## config.mk

```make
export PLATFORM = sky130hd
export DESIGN_NAME = pwrseq_top
export DESIGN_NICKNAME = d
export VERILOG_FILES = /design/src/rtl/pwrseq_pkg.sv /design/src/rtl/pwrseq_step_timer.sv /design/src/rtl/pwrseq_err_track.sv /design/src/rtl/pwrseq_fsm.sv /design/src/rtl/pwrseq_top.sv
export SDC_FILE = /design/constraint.sdc
export NUM_CORES = 1
export LEC_CHECK = 0
export ABC_CLOCK_PERIOD_IN_PS = 7100
export BUFFER_PORTS_ARGS = -buffer_cell sky130_fd_sc_hd__buf_4
export CORE_MARGIN = 2
export CORE_UTILIZATION = 59
export DETAILED_ROUTE_END_ITERATION = 6
export GPL_TIMING_DRIVEN = 0
export PLACE_DENSITY_LB_ADDON = 0.25
export RECOVER_POWER = 100
export SLEW_MARGIN = 25
export SYNTH_ARGS = -nofsm -noshare
export SYNTH_HDL_FRONTEND = slang
export SYNTH_SLANG_ARGS = --single-unit
```

## constraint.sdc

```tcl
create_clock -name clk -period 7.1 [get_ports clk]
set_clock_uncertainty 0.2 [all_clocks]
set_input_delay 0.355 -clock clk [delete_from_list [all_inputs] [get_ports clk]]
set_output_delay 0.355 -clock clk [all_outputs]
set_load 0.03 [all_outputs]
```

## src/rtl/pwrseq_pkg.sv

```systemverilog
package pwrseq_pkg;
   localparam int unsigned STATE_W = 4;

   typedef enum logic [STATE_W-1:0] {
      S_RUN        = 4'd0,
      S_HALT       = 4'd1,
      S_STOPG      = 4'd2,
      S_ENT_RATIO  = 4'd3,
      S_ENT_VID    = 4'd4,
      S_XHALT      = 4'd5,
      S_XSTOPG     = 4'd6,
      S_EXIT_VID   = 4'd7,
      S_EXIT_RATIO = 4'd8,
      S_SNP_HALT   = 4'd9,
      S_SNP_STOPG  = 4'd10,
      S_SNP_XHALT  = 4'd11,
      S_SNP_XSTOPG = 4'd12,
      S_SLEEP      = 4'd13,
      S_SLP_ENTER  = 4'd14,
      S_SLP_EXIT   = 4'd15
   } pwr_state_e;

   function automatic logic is_step_state(pwr_state_e s);
      return (s == S_ENT_RATIO) || (s == S_ENT_VID) || (s == S_EXIT_VID) ||
             (s == S_EXIT_RATIO) || (s == S_SLP_ENTER) || (s == S_SLP_EXIT);
   endfunction

   function automatic logic is_sleep_family(pwr_state_e s);
      return (s == S_SLEEP) || (s == S_SLP_ENTER) || (s == S_SLP_EXIT);
   endfunction
endpackage

```

## src/rtl/pwrseq_step_timer.sv

```systemverilog
module pwrseq_step_timer #(
   parameter int unsigned STEP_MODE   = 0,
   parameter int unsigned STEP_CYCLES = 4
) (
   input  logic clk,
   input  logic rst,
   input  logic start,
   input  logic hs_done,
   output logic done
);
   localparam int unsigned CW = $clog2(STEP_CYCLES + 1);

   generate
      if (STEP_MODE == 0) begin : g_counter
         logic [CW-1:0] cnt_q;
         logic          unused_hs;
         assign unused_hs = hs_done;

         always_ff @(posedge clk) begin
            if (rst)
               cnt_q <= '0;
            else if (start)
               cnt_q <= CW'(STEP_CYCLES - 1);
            else if (cnt_q != '0)
               cnt_q <= cnt_q - 1'b1;
         end
         assign done = (cnt_q == '0);
      end else begin : g_handshake
         logic armed_q;
         always_ff @(posedge clk) begin
            if (rst)
               armed_q <= 1'b0;
            else if (start)
               armed_q <= 1'b1;
            else if (hs_done)
               armed_q <= 1'b0;
         end
         assign done = armed_q & hs_done;
      end
   endgenerate
endmodule

```

## src/rtl/pwrseq_err_track.sv

```systemverilog
module pwrseq_err_track
   import pwrseq_pkg::*;
(
   input  logic       clk,
   input  logic       rst,
   input  pwr_state_e state,
   input  logic       sleep_req,
   input  logic       snp_req,
   output logic       err
);
   logic bad_sleep, bad_snoop;

   assign bad_sleep = sleep_req && !is_sleep_family(state) &&
                      (state != S_STOPG) && (state != S_XSTOPG);
   assign bad_snoop = snp_req && ((state == S_SLP_ENTER) || (state == S_SLP_EXIT));

   always_ff @(posedge clk) begin
      if (rst)
         err <= 1'b0;
      else if (bad_sleep || bad_snoop)
         err <= 1'b1;
   end
endmodule

```

## src/rtl/pwrseq_fsm.sv

```systemverilog
module pwrseq_fsm
   import pwrseq_pkg::*;
(
   input  logic       clk,
   input  logic       rst,
   input  logic       stop_req,
   input  logic       halt_req,
   input  logic       ext_en,
   input  logic       brk_evt,
   input  logic       snp_req,
   input  logic       snp_done,
   input  logic       sleep_req,
   input  logic       step_ok,
   output logic       step_start,
   output pwr_state_e state,
   output logic       ratio_low,
   output logic       vid_low,
   output logic       snp_ack,
   output logic       clk_run
);
   pwr_state_e state_q, state_d;
   logic       tgt_stop_q, tgt_stop_d;
   logic       slp_ext_q, slp_ext_d;

   always_comb begin
      state_d    = state_q;
      tgt_stop_d = tgt_stop_q;
      slp_ext_d  = slp_ext_q;
      unique case (state_q)
         S_RUN: begin
            if (stop_req) begin
               state_d    = ext_en ? S_ENT_RATIO : S_STOPG;
               tgt_stop_d = 1'b1;
            end else if (halt_req) begin
               state_d    = ext_en ? S_ENT_RATIO : S_HALT;
               tgt_stop_d = 1'b0;
            end
         end
         S_ENT_RATIO:  if (step_ok) state_d = S_ENT_VID;
         S_ENT_VID:    if (step_ok) state_d = tgt_stop_q ? S_XSTOPG : S_XHALT;
         S_HALT: begin
            if (snp_req)      state_d = S_SNP_HALT;
            else if (brk_evt) state_d = S_RUN;
         end
         S_STOPG: begin
            if (snp_req) state_d = S_SNP_STOPG;
            else if (sleep_req) begin
               state_d   = S_SLP_ENTER;
               slp_ext_d = 1'b0;
            end else if (brk_evt) state_d = S_RUN;
         end
         S_XHALT: begin
            if (snp_req)      state_d = S_SNP_XHALT;
            else if (brk_evt) state_d = S_EXIT_VID;
         end
         S_XSTOPG: begin
            if (snp_req) state_d = S_SNP_XSTOPG;
            else if (sleep_req) begin
               state_d   = S_SLP_ENTER;
               slp_ext_d = 1'b1;
            end else if (brk_evt) state_d = S_EXIT_VID;
         end
         S_EXIT_VID:   if (step_ok) state_d = S_EXIT_RATIO;
         S_EXIT_RATIO: if (step_ok) state_d = S_RUN;
         S_SNP_HALT:   if (snp_done) state_d = S_HALT;
         S_SNP_STOPG:  if (snp_done) state_d = S_STOPG;
         S_SNP_XHALT:  if (snp_done) state_d = S_XHALT;
         S_SNP_XSTOPG: if (snp_done) state_d = S_XSTOPG;
         S_SLP_ENTER:  if (step_ok) state_d = S_SLEEP;
         S_SLEEP:      if (!sleep_req) state_d = S_SLP_EXIT;
         S_SLP_EXIT:   if (step_ok) state_d = slp_ext_q ? S_XSTOPG : S_STOPG;
         default:      state_d = S_RUN;
      endcase
   end

   always_ff @(posedge clk) begin
      if (rst) begin
         state_q    <= S_RUN;
         tgt_stop_q <= 1'b0;
         slp_ext_q  <= 1'b0;
      end else begin
         state_q    <= state_d;
         tgt_stop_q <= tgt_stop_d;
         slp_ext_q  <= slp_ext_d;
      end
   end

   assign step_start = (state_d != state_q) && is_step_state(state_d);
   assign state      = state_q;

   always_comb begin
      ratio_low = 1'b0;
      vid_low   = 1'b0;
      snp_ack   = 1'b0;
      clk_run   = (state_q != S_SLEEP);
      unique case (state_q)
         S_ENT_RATIO, S_EXIT_VID: ratio_low = 1'b1;
         S_ENT_VID, S_XHALT, S_XSTOPG: begin
            ratio_low = 1'b1;
            vid_low   = 1'b1;
         end
         S_SNP_HALT, S_SNP_STOPG: snp_ack = 1'b1;
         S_SNP_XHALT, S_SNP_XSTOPG: begin
            ratio_low = 1'b1;
            vid_low   = 1'b1;
            snp_ack   = 1'b1;
         end
         S_SLEEP, S_SLP_ENTER, S_SLP_EXIT: begin
            ratio_low = slp_ext_q;
            vid_low   = slp_ext_q;
         end
         default: ;
      endcase
   end
endmodule

```

## src/rtl/pwrseq_top.sv

```systemverilog
module pwrseq_top
   import pwrseq_pkg::*;
#(
   parameter int unsigned STEP_MODE   = 0,
   parameter int unsigned STEP_CYCLES = 4
) (
   input  logic               clk,
   input  logic               rst,
   input  logic               stop_req,
   input  logic               halt_req,
   input  logic               ext_en,
   input  logic               brk_evt,
   input  logic               snp_req,
   input  logic               snp_done,
   input  logic               step_done,
   input  logic               sleep_req,
   output logic               ratio_low,
   output logic               vid_low,
   output logic               snp_ack,
   output logic               clk_run,
   output logic               proto_err,
   output logic [STATE_W-1:0] state_code
);
   generate
      if (STEP_MODE > 1) begin : g_bad_mode
         $error("pwrseq_top: STEP_MODE must be 0 (counter) or 1 (handshake)");
      end
      if (STEP_CYCLES < 1) begin : g_bad_cycles
         $error("pwrseq_top: STEP_CYCLES must be at least 1");
      end
   endgenerate

   pwr_state_e cur_state;
   logic       step_start, step_ok;

   pwrseq_step_timer #(
      .STEP_MODE  (STEP_MODE),
      .STEP_CYCLES(STEP_CYCLES)
   ) timer_i (
      .clk    (clk),
      .rst    (rst),
      .start  (step_start),
      .hs_done(step_done),
      .done   (step_ok)
   );

   pwrseq_fsm fsm_i (
      .clk       (clk),
      .rst       (rst),
      .stop_req  (stop_req),
      .halt_req  (halt_req),
      .ext_en    (ext_en),
      .brk_evt   (brk_evt),
      .snp_req   (snp_req),
      .snp_done  (snp_done),
      .sleep_req (sleep_req),
      .step_ok   (step_ok),
      .step_start(step_start),
      .state     (cur_state),
      .ratio_low (ratio_low),
      .vid_low   (vid_low),
      .snp_ack   (snp_ack),
      .clk_run   (clk_run)
   );

   pwrseq_err_track err_i (
      .clk      (clk),
      .rst      (rst),
      .state    (cur_state),
      .sleep_req(sleep_req),
      .snp_req  (snp_req),
      .err      (proto_err)
   );

   assign state_code = cur_state;
endmodule

```

; ---- Word-level counts from Yosys, hierarchy flattened
; Cells that the tools add are included.
[op_classes]
add_sub_neg = 1
muxes = 38
reduce_logical = 28
n_eq_ne = 29
[op_table]
columns = op, count
row1 = $mux W4, 21
row2 = $pmux W4 S16, 1
row3 = $eq A4 B4 Y1 const B, 11
row4 = $eq A4 B3 Y1 const B, 6
row5 = $eq A4 B2 Y1 const B, 3
row6 = $logic_or A1 B1 Y1, 9
row7 = $mux W1, 8
row8 = $mux W2, 4
row9 = $ne A2 B2 Y1 const B, 4
row10 = $reduce_or A7 Y1, 1
row11 = $pmux W1 S2, 3
row12 = $reduce_bool A2 Y1, 3
row13 = $logic_and A1 B1 Y1, 5
row14 = $reduce_and A5 Y1, 1
row15 = $reduce_or A5 Y1, 1
row16 = $eq A4 B1 Y1 const B, 1
row17 = $logic_not A4 Y1, 1
row18 = $ne A4 B2 Y1 const B, 1
row19 = $ne A4 B3 Y1 const B, 1
row20 = $ne A4 B4 Y1, 1
row21 = $ne A4 B4 Y1 const B, 1
row22 = $reduce_or A4 Y1, 1
row23 = $logic_not A3 Y1, 1
row24 = $mux W3, 1
row25 = 6 further kinds, 6
[word_totals]
output_inout_bits = 9
wordCells = 102
regBits = 10

; ---- Logic depth before layout (Yosys ltp)
; Gate-level depths: netlist (run 1).
[depth]
depth_word = 12
depth_mapped = 10
ltp_nobuf = 9

; ---- Cells and area by module
; A second synthesis (run 1) with hierarchy kept.
[hier_totals]
hier_cells = 145
hier_area_um2 = 1103.6
[modules_own_cells]
columns = mod, cells_per_inst, instances, area_per_inst_um2
row1 = pwrseq_fsm, 121, 1, 873.3
row2 = pwrseq_step_timer, 18, 1, 175.2
row3 = pwrseq_err_track, 6, 1, 55.1

; ---- Worst setup path after synthesis (run 1)
; Ideal clock, no wire load.
[synth_path]
path_type = reg-to-reg
from = register fsm_i.state_q[0], in the netlist fsm_i.state[0]
to = register timer_i.g_counter.cnt_q[2]
slack_ns = 4.668
path_stages_with_launch = 10
period_less_slack_ns = 2.432
t_required_ns = 6.784
setup_ns = 0.116
arrival_time_ns = 2.116
path_cell_list = dfxtp_1 -> buf_2 -> buf_2 -> o21ai_0 -> a31o_4 -> o2bb2ai_4 -> nand2_1 -> a211o_1 -> a31o_1 -> and3_1
[synth_via]
elab_chain_len = 12
[synth_lines]
columns = element, line
row1 = "start, declared", pwrseq_fsm.sv:21  ; pwr_state_e state_q, state_d;
row2 = "start signal, assigned", pwrseq_fsm.sv:82  ; state_q <= state_d;
row3 = $mux W4 (on tied branches), -
row4 = $mux W4 (on tied branches), "pwrseq_fsm.sv:58, pwrseq_fsm.sv:47"
row5 = $mux W4 (on tied branches), "pwrseq_fsm.sv:57, pwrseq_fsm.sv:46"
row6 = $pmux W4 S16, pwrseq_fsm.sv:29  ; unique case (state_q)
row7 = $eq A4 B2 Y1 / $eq A4 B3 Y1 (equally long branches), pwrseq_pkg.sv:24  ; return (s == S_ENT_RATIO) || (s == S_ENT_VID) || (s == S_EXIT_VID) ||
row8 = $logic_or A1 B1 Y1 (3 in series), pwrseq_pkg.sv:24
row9 = $logic_or A1 B1 Y1 (2 in series), pwrseq_pkg.sv:25  ; (s == S_EXIT_RATIO) || (s == S_SLP_ENTER) || (s == S_SLP_EXIT);
row10 = $logic_and A1 B1 Y1 *, pwrseq_fsm.sv:88  ; assign step_start = (state_d != state_q) && is_step_state(state_d);
row11 = $reduce_or A2 Y1 (no line) *, -
row12 = "end signal, assigned", pwrseq_step_timer.sv:23  ; cnt_q <= CW'(STEP_CYCLES - 1);
row13 = "end signal, assigned", pwrseq_step_timer.sv:25  ; cnt_q <= cnt_q - 1'b1;
row14 = "end, declared", pwrseq_step_timer.sv:15  ; logic [CW-1:0] cnt_q;
; Every way passes the cells marked *; elsewhere a longest branch is shown, timed or not.
; A chain may end at the register's enable or synchronous reset.

; ---- Final worst setup path (run 1)
[layout_path]
from = register timer_i.g_counter.cnt_q[0]
to = register timer_i.g_counter.cnt_q[2]
[layout_via]
elab_chain_len = 11
[layout_lines]
columns = element, line
row1 = $logic_not A3 Y1, pwrseq_step_timer.sv:27  ; assign done = (cnt_q == '0);
row2 = $mux W4 (tied with other cells), pwrseq_fsm.sv:71  ; S_SLP_EXIT: if (step_ok) state_d = slp_ext_q ? S_XSTOPG : S_STOPG;
row3 = $pmux W4 S16, pwrseq_fsm.sv:29
row4 = $eq A4 B2 Y1 / $eq A4 B3 Y1 (equally long branches), pwrseq_pkg.sv:24
row5 = $logic_or A1 B1 Y1 (3 in series), pwrseq_pkg.sv:24
row6 = $logic_or A1 B1 Y1 (2 in series), pwrseq_pkg.sv:25
row7 = $logic_and A1 B1 Y1, pwrseq_fsm.sv:88
row8 = $reduce_or A2 Y1 (no line), -
; Several ways; a longest one is shown, not always the timed one.

==> results of run 1 <==
per-layer routing:
layer,vias up,part of all wire,GRT usage,wire [um]
li1,551,-,-,-
met3,18,0.090,0.0385,258
met5,-,0,0,0
met2,81,0.48,0.477,1370
met4,0,0.038,0.117,109
met1,545,0.39,0.353,1110
kinds of logic after synthesis:
group,Yosys count
AOI/OAI and AO/OA,45
xor gates and xnor gates,2
adders and majority gates,2
buffers and inverters,20
DFF,10
muxes,5
and+or+nand+nor,53
cell usage in the layout, fill, tap and decap left out, types with 3 or more instances in the layout:
| cell type | netlist | routed |
|---|---|---|
| o32ai_1 | 2 | 3 |
| mux2i_1 | 5 | 5 |
| inv_1 | 7 | 7 |
| nor3_1 | 5 | 5 |
| o21ai_0 | 5 | 5 |
| nor2_1 | 16 | 16 |
| a21oi_1 | 3 | 3 |
| buf_2 | 5 | 3 |
| nand2b_1 | 3 | 3 |
| clkbuf_1 | 1 | 15 |
| nand2_1 | 10 | 10 |
| dfxtp_1 | 10 | 10 |
| a211oi_1 | 3 | 3 |
| nor2b_1 | 3 | 3 |
| buf_4 | 3 | 7 |
| o31ai_1 | 3 | 4 |
| clkbuf_4 | 0 | 3 |
how the worst min path moves through the flow:
| stage | start | end | slack [ps] |
|---|---|---|---|
| after floorplan | fsm_i.tgt_stop_q | fsm_i.tgt_stop_q | 280 |
| after global placement | err_i.err | err_i.err | 330 |
| after detailed placement | err_i.err | err_i.err | 330 |
| after CTS | stop_req | fsm_i.tgt_stop_q | 190 |
| after global routing | stop_req | fsm_i.tgt_stop_q | 230 |
| final | stop_req | fsm_i.tgt_stop_q | 190 |
state kept, by name (all words and copies together), names as in the netlist:
| signal | cells |
|---|---|
| fsm_i.tgt_stop_q | 1 |
| fsm_i.state | 4 |
| timer_i.g_counter.cnt_q | 3 |
| err_i.err | 1 |
| fsm_i.slp_ext_q | 1 |
critical path, delay by kind of cell (launching register included):
family | cells | cell delay (ps)
buffers and inverters | 2 | 480
adder cells (fa/ha/maj) | 1 | 230
flip-flops | 1 | 300
AO/OA/AOI/OAI | 5 | 1540
AND/OR/NAND/NOR | 2 | 320
final cells by class:
type	instances	area share
repair buffers	15	0.0689
flip-flops and latches	10	0.167
plain buffers	12	0.0470
clock buffers	4	0.0303
inverters	8	0.0251
multi-input cells	107	0.636
well taps	25	0.0261
report_power, final:
group	internal, mW	switching (mW)	leakage, nW
sequential	0.0752	0.0152	0.0828
clock	0.0312	0.0212	0.0210
combinational	0.155	0.254	0.329
total	0.261	0.290	0.433
==> impl_metrics.toml, run 1 <==
[outcome]
status = "complete, no violations"

[synth]
synth_top_area_cell = "dfxtp_1"
synthSimpleGateAreaFrac = 0.253
synth_area_um2 = 1080
synth_top_family_by_area = "compound AO/OA/AOI/OAI gates"
avgSynthCellArea_um2 = 7.90
ys.flop_type = "dfxtp_1"
synth_mux_area_frac = 0.0462
synth-edff-count = 0
synthCells = 137
synth_top_area_frac = 0.185
ys_top_cells_by_count = "nor2_1, dfxtp_1, nand2_1"
ys_ff_latch = 10
synth_cell_type_count = 56
synth_xor_xnor_area_share = 0.0162
yosys_warnings = 0
async_reset_ff_frac = 0
syn_nets = 149
yosys.area_share.adder = 0.0231
synth_most_common_cell = "nor2_1"
yosys-top-cells-area = "dfxtp_1, nor2_1, mux2i_1"
ys_seq_area_frac = 0.185
synth_compound_area_frac = 0.377

[timing]
tightest_slew_ps = 657
hold_viol = 0
finalSetupViolCount = 0
period_needed_ps = 3180
hold_slack_ps = 187
finalCritPeriodShare = 0.448
rsz0062_at_grt = "false"
slew_headroom = 0.558
fmax_ghz = 0.314
worst_slack_ps = 3920
fin_tns_setup_ps = 0
finalMaxSlewViolations = 0

[critical_path]
path_cells = "inv_1 -> ha_1 -> nor2b_1 -> clkbuf_1 -> a21boi_0 -> o32ai_1 -> o31ai_1 -> a211o_1 -> a31o_1 -> and3_1"
worst_path_max_delay_cell = "o32ai_1"
worstPathMaxFanout = 9
critical_path_class = "flop to flop"
cp_data_required_time_ps = 7060
crit_path_max_incr_delay_ps = 540
rr_worst_depth = 10
rrSetupSlack_ps = 3920
cp-start-kind = "flop"
worstSetupEndpoint = "timer_i.g_counter.cnt_q[2]"
crit_arrival_ps = 3150
worstSetupStartpoint = "timer_i.g_counter.cnt_q[0]"
reg2reg_to = "timer_i.g_counter.cnt_q[2]"
timing.rr.start = "timer_i.g_counter.cnt_q[0]"
end_kind = "flop"

[grt]
grt_max_degree = 11
grt_pass1_vias = 1000
grt_usage = 0.280
grt-ovfl-total = 0
antenna_found_initial = 0
grt_pass1_wl_mm = 4.44

[route]
ant_nets = 0
drc_errors = 0
vias = 1195
routed_wl_mm = 2.86
wl_per_cell_um = 15.8
vias_per_cell = 6.60
firstDrtPassIters = 4
dr.first_iter.drc_count = 48

[power]
ir_drop_mv = 0.252
power_density_nw_per_um2 = 460
power_leakage_nw = 0.433
power.total_mw = 0.551

[flow_run]
maxCapViolations = 0

[placed_design]
hpwl_mm = 2.21
place_area_um2 = 1230
gp_congestion = 0.964
io_buffers = 15
post-place-cells = 177
dp_slack_ps = 4400

[final_layout]
multi_input_area_um2 = 762
areaGrowthSynthToFinish_pct = 10.8
drive_gt1_frac = 0.147
n_fill_cell = 163
finalNonFillerCells = 181
diodes = 0
final_nets = 169
regArea_um2 = 200
design_area_um2 = 1200
final_util = 0.694

[cts]
numCtsBuffers = 3
clk_latency_ps = 270
clk_pin_slew_ps = 70
cts_tree = "built"
hold_buffers = 0
root_buffer = "clkbuf_4"
htreeDepth = 1
cts_resized = 0
postCtsSetupBuffers = 0
cts_buffer_depth = 2
cts.sinks = 10

[die]
std_cell_rows = 15
start_util = 0.627
die-area_um2 = 2190
coreArea_um2 = 1730
die_width_um = 46.8
pin_count = 19
chipHeight_um = 46.8

[worst_hold_path]
worstHoldPathType = "input port to flop"
hold_depth = 3
(Power assumes the default switching activity.)
==> run 2, diff against run 1 <==
- ABC_AREA: not set -> 1
- ABC_CLOCK_PERIOD_IN_PS: 7100 -> 3300
- CORE_UTILIZATION: 59 -> 55
- clock period: 7.1 -> 3.3 ns (I/O delays scaled with it)
==> impl_metrics.toml, run 2 <==
[outcome]
status = "complete, no violations"

[timing]
rsz0062_at_grt = "false"
period_needed_ps = 2450
hold_slack_ps = 15.6
finalMaxSlewViolations = 0
slew_headroom = 0.723
finalSetupViolCount = 0
finalCritPeriodShare = 0.743
hold_viol = 0
tightest_slew_ps = 415
fin_tns_setup_ps = 0
fmax_ghz = 0.408

[grt]
grt_max_degree = 11
grt_usage = 0.289
grt-ovfl-total = 0
grt_pass1_wl_mm = 4.70
antenna_found_initial = 0
grt_pass1_vias = 1104

[power]
power.internal_mw = 0.478
ir_drop_mv = 0.752
pwr-share-clk = 0.097
power_density_nw_per_um2 = 928
switching_power_mw = 0.656
power_leakage_nw = 0.668
power_frac_seq = 0.185
switching_share = 0.578
combPwrFrac = 0.718

[final_layout]
regArea_um2 = 200
largest_reg_flops = 4
areaGrowthSynthToFinish_pct = 14.0
final_cell_mix = "nand2_1, nor2_1, inv_1"
drive_gt1_frac = 0.0786
diodes = 0
n_fill_cell = 175
multi_input_area_um2 = 741
layout_commonest_cell = "nand2_1"
final_nets = 242
finalNonFillerCells = 254

[synth]
synth_top_family_by_area = "simple AND/OR/NAND/NOR gates"
ys.flop_type = "dfxtp_1"
synth-edff-count = 0
synthSimpleGateAreaFrac = 0.547
avgSynthCellArea_um2 = 5.16
ys_seq_area_frac = 0.187
synth_xor_xnor_area_share = 0.0163
synth_area_um2 = 1070
synth_compound_area_frac = 0.113
synth_top_area_frac = 0.256
yosys-top-cells-area = "nand2_1, dfxtp_1, nor2_1"
synth_mux_area_frac = 0
async_reset_ff_frac = 0
ys_top_cells_by_count = "nand2_1, nor2_1, inv_1, nand3_1, o21ai_0"
ys_ff_latch = 10
synth_cell_type_count = 20
synth_most_common_cell = "nand2_1"
yosys_warnings = 0
synth_top_area_cell = "nand2_1"
yosys.area_share.adder = 0.0233
syn_nets = 220
synthCells = 208

[critical_path]
critical_path_class = "flop to flop"
timing.rr.start = "fsm_i.state[3]"
rrSetupSlack_ps = 850
reg2reg_to = "timer_i.g_counter.cnt_q[2]"
path_common_cell = "nand2_1"
crit_cells = 16
worst_path_max_delay_cell = "dfxtp_1"
path_cells = "clkbuf_1 -> inv_1 -> nand2_1 -> inv_1 -> nand2_1 -> nand2_1 -> nor2_2 -> nand3_1 -> inv_1 -> nand2_1 -> nand2_1 -> nand2_1 -> nand2_1 -> nand3_1 -> nand2_1 -> nor2_1"
cp_data_required_time_ps = 3270
crit_path_max_incr_delay_ps = 330
end_kind = "flop"
crit_arrival_ps = 2420
cp-start-kind = "flop"
worstPathMaxFanout = 8
rr_worst_depth = 16
path_buf_inv = 4
worstSetupStartpoint = "fsm_i.state[3]"
cp_top_family = "simple AND/OR/NAND/NOR gates"

[cts]
cts.sinks = 10
cts_tree = "built"
htreeDepth = 1
postCtsSetupBuffers = 0
root_buffer = "clkbuf_4"
cts_resized = 0
cts_buffer_depth = 2
clk_latency_ps = 270
hold_buffers = 1
numCtsBuffers = 3
clk_pin_slew_ps = 70

[die]
pin_count = 19
die-area_um2 = 2320
chipHeight_um = 48.2
std_cell_rows = 15
die_width_um = 48.2
coreArea_um2 = 1780
start_util = 0.601

[placed_design]
io_buffers = 16
hpwl_mm = 2.40
post-place-cells = 249
gp_congestion = 0.956

[route]
vias_per_cell = 5.45
routed_wl_mm = 2.95
ant_nets = 0
firstDrtPassIters = 4
wl_per_cell_um = 11.6
dr.first_iter.drc_count = 82
vias = 1385
drc_errors = 0

[worst_hold_path]
hp-start = "sleep_req"
hold_depth = 3
worst_hold_path.endpoint = "fsm_i.slp_ext_q"
worstHoldPathType = "input port to flop"

[flow_run]
maxCapViolations = 0
-- run 2: changes by cell type after synthesis, moves of 4 or more --
cell and delta:
o21ai_0 +7, inv_2 +4, nor3_1 -5, nand3_1 +21, buf_2 -4, nor2_1 +18
inv_1 +16, nand2_1 +63, mux2i_1 -5, a21oi_1 +6
-- run 2: worst max path at each step --
stage / to
final: timer_i.g_counter.cnt_q[2]
after global routing: timer_i.g_counter.cnt_q[1]
after CTS: timer_i.g_counter.cnt_q[2]
after detailed placement: timer_i.g_counter.cnt_q[2]
after global placement: timer_i.g_counter.cnt_q[2]
after floorplan: timer_i.g_counter.cnt_q[0]
-- run 2: worst reg2reg max path, delay by kind of cell (launching register included) --
| family | cells | cell delay [ps] |
|---|---|---|
| AND/OR/NAND/NOR | 12 | 1160 |
| buffers and inverters | 4 | 670 |
| flip-flops | 1 | 330 |
-- run 2: power groups by stage --
| stage | clock network, mW | logic [mW] | registers [mW] |
|---|---|---|---|
| floorplan | 0 | 0.621 | 0.243 |
| finish | 0.110 | 0.814 | 0.210 |
| global route | 0.116 | 0.926 | 0.216 |
| CTS | 0.114 | 0.859 | 0.211 |
| detailed placement | 0 | 0.855 | 0.214 |
| global placement | 0 | 0.837 | 0.212 |
-- run 2: cell families after synthesis --
family,after synthesis
xor gates and xnor gates,2
buffers and inverters,31
DFF,10
and+or+nand+nor,140
AOI/OAI and AO/OA,23
adders and majority gates,2
-- run 2: layout make-up --
| cell class | instances | share of cell area |
|---|---|---|
| Buffer | 3 | 0.0102 |
| Clock buffer | 4 | 0.0297 |
| Inverter | 28 | 0.0860 |
| Multi-Input combinational cell | 167 | 0.606 |
| Sequential cell | 10 | 0.164 |
| Tap cell | 25 | 0.0256 |
| Timing Repair Buffer | 17 | 0.0788 |
-- run 2: through the flow --
step                       util  power (mW)  cell area [um^2]  setup WS, ps
after CTS                 0.712        1.18              1270          1130
after global routing      0.686        1.26              1220           644
after detailed placement  0.686        1.07              1220          1140
final                     0.686        1.13              1220           850
after global placement    0.686        1.05              1220          1200
after floorplan               -       0.864              1070           779
-- run 2: per-layer routing --
| layer | wire length (um) | global-route usage | part of all wire | up-vias |
|---|---|---|---|---|
| met5 | 0 | 0 | 0 | - |
| met1 | 1340 | 0.413 | 0.46 | 608 |
| met4 | 46 | 0.0865 | 0.016 | 0 |
| met3 | 264 | 0.0481 | 0.090 | 8 |
| met2 | 1290 | 0.445 | 0.44 | 71 |
| li1 | - | - | - | 698 |
